$ cat config.mk
export PLATFORM = sky130hd
export DESIGN_NAME = dma_chan_regs
export DESIGN_NICKNAME = d
export VERILOG_FILES = /design/src/rtl/dma_chan_regs.sv
export SDC_FILE = /design/constraint.sdc
export NUM_CORES = 1
export LEC_CHECK = 0
export ABC_AREA = 1
export BUFFER_PORTS_ARGS = -buffer_cell sky130_fd_sc_hd__buf_4
export CAP_MARGIN = 15
export CORE_MARGIN = 1.5
export CORE_UTILIZATION = 40
export CTS_CLUSTER_SIZE = 24
export DETAILED_ROUTE_END_ITERATION = 10
export PLACE_DENSITY = 0.62
export SYNTH_ARGS = -nofsm -noshare
export SYNTH_HDL_FRONTEND = slang
export SYNTH_SLANG_ARGS = --single-unit
$ cat constraint.sdc
create_clock -name clk -period 3.9 [get_ports clk]
set_input_delay 0.78 -clock clk [delete_from_list [all_inputs] [get_ports clk]]
set_output_delay 0.78 -clock clk [all_outputs]
set_load 0.02 [all_outputs]
$ cat src/rtl/dma_chan_regs.sv
module dma_chan_regs #(
  parameter int LEN_W = 17
) (
  input  logic             clk,
  input  logic             rst_n,
  input  logic             wr_en,
  input  logic             rd_en,
  input  logic [2:0]       addr,
  input  logic [31:0]      wdata,
  output logic [31:0]      rdata,
  input  logic             clr_on_rd,
  input  logic             scsi_irq,
  input  logic             xfer_valid,
  input  logic             xfer_to_mem,
  input  logic [LEN_W-1:0] xfer_len,
  output logic [31:0]      xfer_take,
  output logic [31:0]      xfer_addr,
  input  logic             scsi_done,
  output logic             dma_en,
  output logic             abort_req
);
  localparam logic [5:0] CLR_MASK = 6'b001110;

  logic [31:0] cmd_q, scnt_q, sadr_q, wcnt_q, wadr_q, sdsc_q, wdsc_q;
  logic [5:0]  stat_q;
  logic        en_q, abort_q;

  wire        wr_cmd  = wr_en && addr == 3'd0;
  wire [1:0]  op      = wdata[1:0];
  wire        dir_ok  = cmd_q[7] == xfer_to_mem;
  wire [31:0] len_ext = 32'(xfer_len);
  wire [31:0] grant   = (len_ext < wcnt_q) ? len_ext : wcnt_q;
  wire [5:0]  stat_rd = stat_q | {1'b0, scsi_irq, 4'b0};

  assign xfer_take = (xfer_valid && dir_ok) ? grant : 32'd0;
  assign xfer_addr = wadr_q;
  assign dma_en    = en_q;
  assign abort_req = abort_q;

  always_comb begin
    case (addr)
      3'd0: rdata = cmd_q;
      3'd1: rdata = scnt_q;
      3'd2: rdata = sadr_q;
      3'd3: rdata = wcnt_q;
      3'd4: rdata = wadr_q;
      3'd5: rdata = {26'd0, stat_rd};
      3'd6: rdata = sdsc_q;
      default: rdata = wdsc_q;
    endcase
  end

  always_ff @(posedge clk) begin
    if (!rst_n) begin
      cmd_q   <= '0;
      scnt_q  <= '0;
      sadr_q  <= '0;
      wcnt_q  <= '0;
      wadr_q  <= 32'hFFFF_FFFF;
      sdsc_q  <= '0;
      wdsc_q  <= 32'hFFFF_FFFD;
      stat_q  <= '0;
      en_q    <= 1'b0;
      abort_q <= 1'b0;
    end else begin
      abort_q <= 1'b0;
      if (rd_en && addr == 3'd5 && clr_on_rd)
        stat_q <= stat_q & ~CLR_MASK;
      if (wr_en) begin
        case (addr)
          3'd0: begin
            cmd_q <= wdata;
            case (op)
              2'd0: en_q <= 1'b0;
              2'd2: abort_q <= 1'b1;
              2'd3: begin
                wcnt_q <= scnt_q;
                wadr_q <= sadr_q;
                wdsc_q <= sdsc_q;
                stat_q <= '0;
                en_q   <= 1'b1;
              end
              default: ;
            endcase
          end
          3'd1: scnt_q <= wdata;
          3'd2: sadr_q <= wdata;
          3'd5: if (!clr_on_rd) stat_q <= stat_q & ~(wdata[5:0] & CLR_MASK);
          3'd6: sdsc_q <= wdata;
          default: ;
        endcase
      end
      if (|xfer_take) begin
        wcnt_q <= wcnt_q - xfer_take;
        wadr_q <= wadr_q + xfer_take;
      end
      if (scsi_done) begin
        wcnt_q    <= '0;
        stat_q[3] <= 1'b1;
      end
    end
  end

  one_access_chk: assert property (@(posedge clk) disable iff (!rst_n)
    !(wr_en && rd_en));


  start_en_chk: assert property (@(posedge clk) disable iff (!rst_n)
    wr_cmd && op == 2'd3 |=> dma_en);


  idle_drop_chk: assert property (@(posedge clk) disable iff (!rst_n)
    wr_cmd && op == 2'd0 |=> !dma_en);


  abort_src_chk: assert property (@(posedge clk) disable iff (!rst_n)
    abort_req |-> $past(wr_cmd && op == 2'd2));


  wrong_dir_chk: assert property (@(posedge clk) disable iff (!rst_n)
    xfer_valid && !dir_ok && !wr_en && !scsi_done |=> $stable(wcnt_q) && $stable(wadr_q));


  done_chk: assert property (@(posedge clk) disable iff (!rst_n)
    scsi_done |=> wcnt_q == 32'd0 && stat_q[3]);
endmodule

# After elaboration in Yosys (flattened, before gate mapping)
# Index checks and enable logic that the tools add are counted.
# totals
out_inout_bits,98
word_cells,64
reg_bits,232
# classes
order_cmp,1
mux,19
addsub,2
bitwise_logic,4
eq_ne,9
reduce_logical,19
# ops
cell,count
32-bit two-way mux,10
32-bit one-hot mux with 7 select lines,1
32-bit adder,1
17-bit by 32-bit < comparator with 1-bit output,1
32-bit OR reduction,1
32-bit subtractor,1
6-bit two-way mux,3
6-bit one-hot mux with 2 select lines,1
3-bit AND reduction,4
3-bit == test (second input constant),3
2-bit AND reduction,4
2-bit nonzero test,4
6-bit AND,1
3-bit by 2-bit == test with 1-bit output (second input constant),2
4-bit inverter with 6-bit output,1
6-bit by 5-bit OR with 6-bit output,1
2-bit == test (second input constant),2
4-bit two-way mux,1
3-bit by 1-bit == test with 1-bit output (second input constant),1
1-bit logical AND,3
3-bit logical NOT,1
2-bit logical NOT,1
1-bit two-way mux,2
1-bit one-hot mux with 2 select lines,1
3 further kinds,3

# Longest topological paths before layout
# depth
depth_word,8
depth_mapped,33

# Worst setup path after synthesis
# OpenSTA, ideal clock, no wires.
# synth_timing
path_kind,input -> register
start,input port xfer_len[5]
end,register wcnt_q[24]
setup_ps,132
t_required_ps,3768
arrival_ps,4174
stages,27
path_slack_ps,-407
path_cell_list,ha_1 a21oi_1 nor2_1 nor3_1 nand2_1 nand2_1 nand2_1 nand2_2 buf_2 nand3_1 nand3_1 inv_1 ha_1 fa_1 inv_1 nand3_1 nand2_1 a21oi_1 o21bai_1 a21boi_0 o21ai_0 nand2_1 nand3_1 nand2_1 o21bai_1 nand2_1 a21oi_1
# synth_between
elab_chain_cells,6
# synth_rtl
item,line_no,source
"start, declared",15,"input logic [LEN_W-1:0] xfer_len,"
17-bit by 32-bit < comparator with 1-bit output *,32,wire [31:0] grant = (len_ext < wcnt_q) ? len_ext : wcnt_q;
32-bit two-way mux *,32,
32-bit two-way mux *,35,assign xfer_take = (xfer_valid && dir_ok) ? grant : 32'd0;
named net xfer_take[0],16,"output logic [31:0] xfer_take,"
branches (longest 3 deep; another with 32-bit subtractor),n/a,
"end signal, assigned",77,wcnt_q <= scnt_q;
"end signal, assigned",94,wcnt_q <= wcnt_q - xfer_take;
"end, declared",24,"logic [31:0] cmd_q, scnt_q, sadr_q, wcnt_q, wadr_q, sdsc_q, wdsc_q;"
# Mark *: on every way through the listed nets, which the timed path passes.
# A chain may end at the register's enable or synchronous reset.

# Worst setup path after layout
# layout_timing
start,register wcnt_q[5]
end,register wcnt_q[30]
# layout_between
elab_chain_cells,6
# layout_rtl
item
branches (longest 6 deep; another with 17-bit by 32-bit < comparator with 1-bit output)
# Several ways; the timed one is not identified.

==> flow_metrics.env <==
export IMPL_run_status="complete, but fails checks"
export IMPL_violations="design-rule violations"
export IMPL_die_x_um=194
export IMPL_antenna_left=0
export IMPL_path_clk_slew_ns=0.06
export IMPL_hold_violations=0
export IMPL_final_area_um2=19900
export IMPL_clock_root_buffer="clkbuf_16"
export IMPL_vias=16700
export IMPL_cp_num_buf_inv=5
export IMPL_r2r_start="wcnt_q[5]"
export IMPL_drt_iter0_drc=1542
export IMPL_utilization=0.555
export IMPL_die_y_um=194
export IMPL_gp_congestion=0.953
export IMPL_period_share=0.969
export IMPL_hold_ws_ns=0.455
export IMPL_synth_flop_cell="dfxtp_1"
export IMPL_io_pins=159
export IMPL_gr_total_overflow=0
export IMPL_cpLargestDelayFamily="simple AND/OR/NAND/NOR gates"
export IMPL_fin_setup_tns_ns=0
export IMPL_sw_frac_of_total=0.430
export IMPL_critPathKind="reg2reg"
export IMPL_hold_end="wdsc_q[28]"
export IMPL_period_minus_slack_ns=3.78
export IMPL_routedWlPerCell_um=20.6
export IMPL_reg2reg_depth=27
export IMPL_start_kind="flip-flop"
export IMPL_clock_sinks=231
export IMPL_synth_cell_type_count=48
export IMPL_slowest_delay_ns=0.36
export IMPL_rsz0062_at_grt="true"
export IMPL_io_buffers=143
export IMPL_grt_pass1_wl_um=92000
export IMPL_final_cell_mix="buf_4 (405), nand2_1 (379), nor2_1 (239)"
export IMPL_finalWirelength_um=61800
export IMPL_n_fill_cell=3515
export IMPL_yosys_warnings=0
export IMPL_track_usage=0.311
export IMPL_final_common_cell="buf_4"
export IMPL_first_pass_iters=9
export IMPL_hold_buffers=0
export IMPL_drc_errors=8
export IMPL_setup_ws_ns=0.119
export IMPL_p_switching_mw=6.63
export IMPL_synth_largest_area_cell="dfxtp_1"
export IMPL_clk_latency_ns=0.55
export IMPL_ys_top_cells_by_area="dfxtp_1 (32%), nand2_1 (10%), nand3_1 (8.0%), ha_1 (6.9%), nor2_1 (6.5%)"
export IMPL_dp_slack_ns=-0.572
export IMPL_p_comb_frac=0.618
export IMPL_async_reset_ff_frac=0
export IMPL_clock_skew_ns=0.0235
export IMPL_place_area_um2=17900
export IMPL_dieArea_um2=37600
export IMPL_avgViaCountPerCell=5.59
export IMPL_p_total_mw=15.4
export IMPL_crit_path_end_kind="flip-flop"
export IMPL_tightest_slew_ns=0.958
export IMPL_p_clk_frac=0.179
export IMPL_ctsHtreeMaxLevel=1
export IMPL_cpMaxStageDelayCell="fa_2"
export IMPL_internal_power_mw=8.80
export IMPL_hpwl_um=46400
export IMPL_grt_max_degree=98
export IMPL_slew_viol_final=0
export IMPL_cts_made_buffers=26
export IMPL_r2r_end="wcnt_q[30]"
export IMPL_rrSetupSlack_ns=0.12
export IMPL_yosys_register_bits=231
export IMPL_setup_violations_final=0
export IMPL_synth_top_area_frac=0.317
export IMPL_synthToLayoutAreaGrowth_pct=36.1
export IMPL_hold_class="reg2reg"
export IMPL_syn_inst=2159
export IMPL_fmax_mhz=265
export IMPL_cts_tree="done"
export IMPL_start_util=0.408
export IMPL_crit_required_ns=4.30
export IMPL_antenna_cells=0
export IMPL_final_cell_count_no_fill=2994
export IMPL_antenna_found_initial=0
export IMPL_cap_violations=0
export IMPL_cts_buffer_depth=3
export IMPL_pwr_share_seq=0.203
export IMPL_seq_area_frac_synth=0.317
export IMPL_first_global_vias=15300
export IMPL_core_um2=35700
export IMPL_placementRows=69
export IMPL_crit_start="wcnt_q[5]"
export IMPL_min_from="wdsc_q[28]"
export IMPL_irDropWorstVdd_mv=0.400
export IMPL_worstPathMaxFanout=5
export IMPL_max_slew_margin=0.362
export IMPL_syn_area_um2=14600
export IMPL_placed_cells=2923
export IMPL_nNetsFinal=2656
export IMPL_synth_edf_count=0
export IMPL_arrival_ns=4.19
export IMPL_power_density_nw_per_um2=777
export IMPL_avgSynthCellArea_um2=6.76
export IMPL_layout_drive_gt1_share=0.251
export IMPL_timing_hold_worst_path_depth=2
export IMPL_p_leak_nw=8.89
-- sequential cells by signal, indices dropped and copies added, names as in the netlist --
name and flops:
stat_q 5, dma_en 1, xfer_addr 32, sdsc_q 32, wcnt_q 32, cmd_q 32, abort_req 1, scnt_q 32
wdsc_q 32, sadr_q 32
-- cell usage after synthesis, drive strengths merged (12+ instances only) --
cell / number
nand3: 234
a221oi: 58
dfxtp: 231
o21bai: 42
a21oi: 187
o21ai: 188
nand2: 396
buf: 43
inv: 183
nor2: 254
xor2: 29
nor3: 15
o211ai: 21
xnor2: 26
ha: 80
nand3b: 12
clkbuf: 91
-- kinds of logic after synthesis --
| group | Yosys count | synth area share |
|---|---|---|
| and+or+nand+nor | 929 | 0.270 |
| other | 2 | 0.000515 |
| xor gates and xnor gates | 55 | 0.0330 |
| adders and majority gates | 82 | 0.0713 |
| DFF | 231 | 0.317 |
| AOI/OAI and AO/OA | 540 | 0.219 |
| buffers and inverters | 320 | 0.0897 |
-- repair_timing --
item / CTS / global route
endpoints found under the setup margin: 11 / 44
gates resized for setup: 13 / 167
pin swaps: 2 / 56
buffers inserted: 1 / 20
cloned: 0 / 3
-- worst register-to-register path, cell delays in order, from the launching register on --
cell and delay (ns):
dfxtp_2 0.35, inv_4 0.05, ha_4 0.22, a21oi_2 0.13, nor2_1 0.06, nor3_1 0.17, nand2_1 0.08, nand2_1 0.09
nand2_2 0.10, nand2_4 0.13, buf_6 0.13, nand3_4 0.06, nand3_4 0.11, inv_4 0.05, ha_4 0.17, fa_2 0.36
inv_1 0.08, nand3_2 0.09, nand2_4 0.10, a21oi_4 0.09, buf_6 0.12, nand3b_1 0.19, nand3_4 0.12, a31oi_4 0.10
xor2_1 0.18, o21bai_1 0.16, nand2_1 0.09, a21oi_2 0.05
-- layer usage --
metal / vias up / routed length [um] / share of wire / global-route usage
li1: 7987 / - / - / -
met1: 7885 / 26900 / 0.44 / 0.438
met2: 745 / 27200 / 0.44 / 0.484
met3: 106 / 5520 / 0.089 / 0.0480
met4: 0 / 2230 / 0.036 / 0.105
met5: - / 0 / 0 / 0
-- power by group through the flow --
stage | Sequential (mW) | Combinational, mW | Clock (mW)
after floorplan | 3.07 | 4.48 | 0
after global placement | 3.12 | 8.35 | 0
after detailed placement | 3.12 | 8.36 | 0
after CTS | 3.06 | 8.50 | 2.78
after global routing | 3.14 | 10.3 | 2.88
final | 3.14 | 9.53 | 2.76
-- worst max-delay path by stage --
stage | slack [ns] | cells after the start | endpoint
after CTS | -0.02 | 26 | xfer_addr[26]
after global placement | -0.58 | 25 | xfer_addr[29]
final | 0.12 | 27 | wcnt_q[30]
after floorplan | 0.0005 | 24 | xfer_addr[31]
after detailed placement | -0.57 | 27 | xfer_addr[26]
after global routing | -0.12 | 24 | wcnt_q[30]
-- area by class of cell --
class / count / area [um^2] / share of cell area
multi-input cells: 1651 / 9720 / 0.489
flip-flops and latches: 231 / 4640 / 0.234
repair buffers: 417 / 3250 / 0.164
clock buffers: 36 / 738 / 0.0372
inverters: 186 / 708 / 0.0357
well taps: 461 / 577 / 0.0291
clock inverters: 12 / 226 / 0.0114
Power figures use the tool's default switching activity.
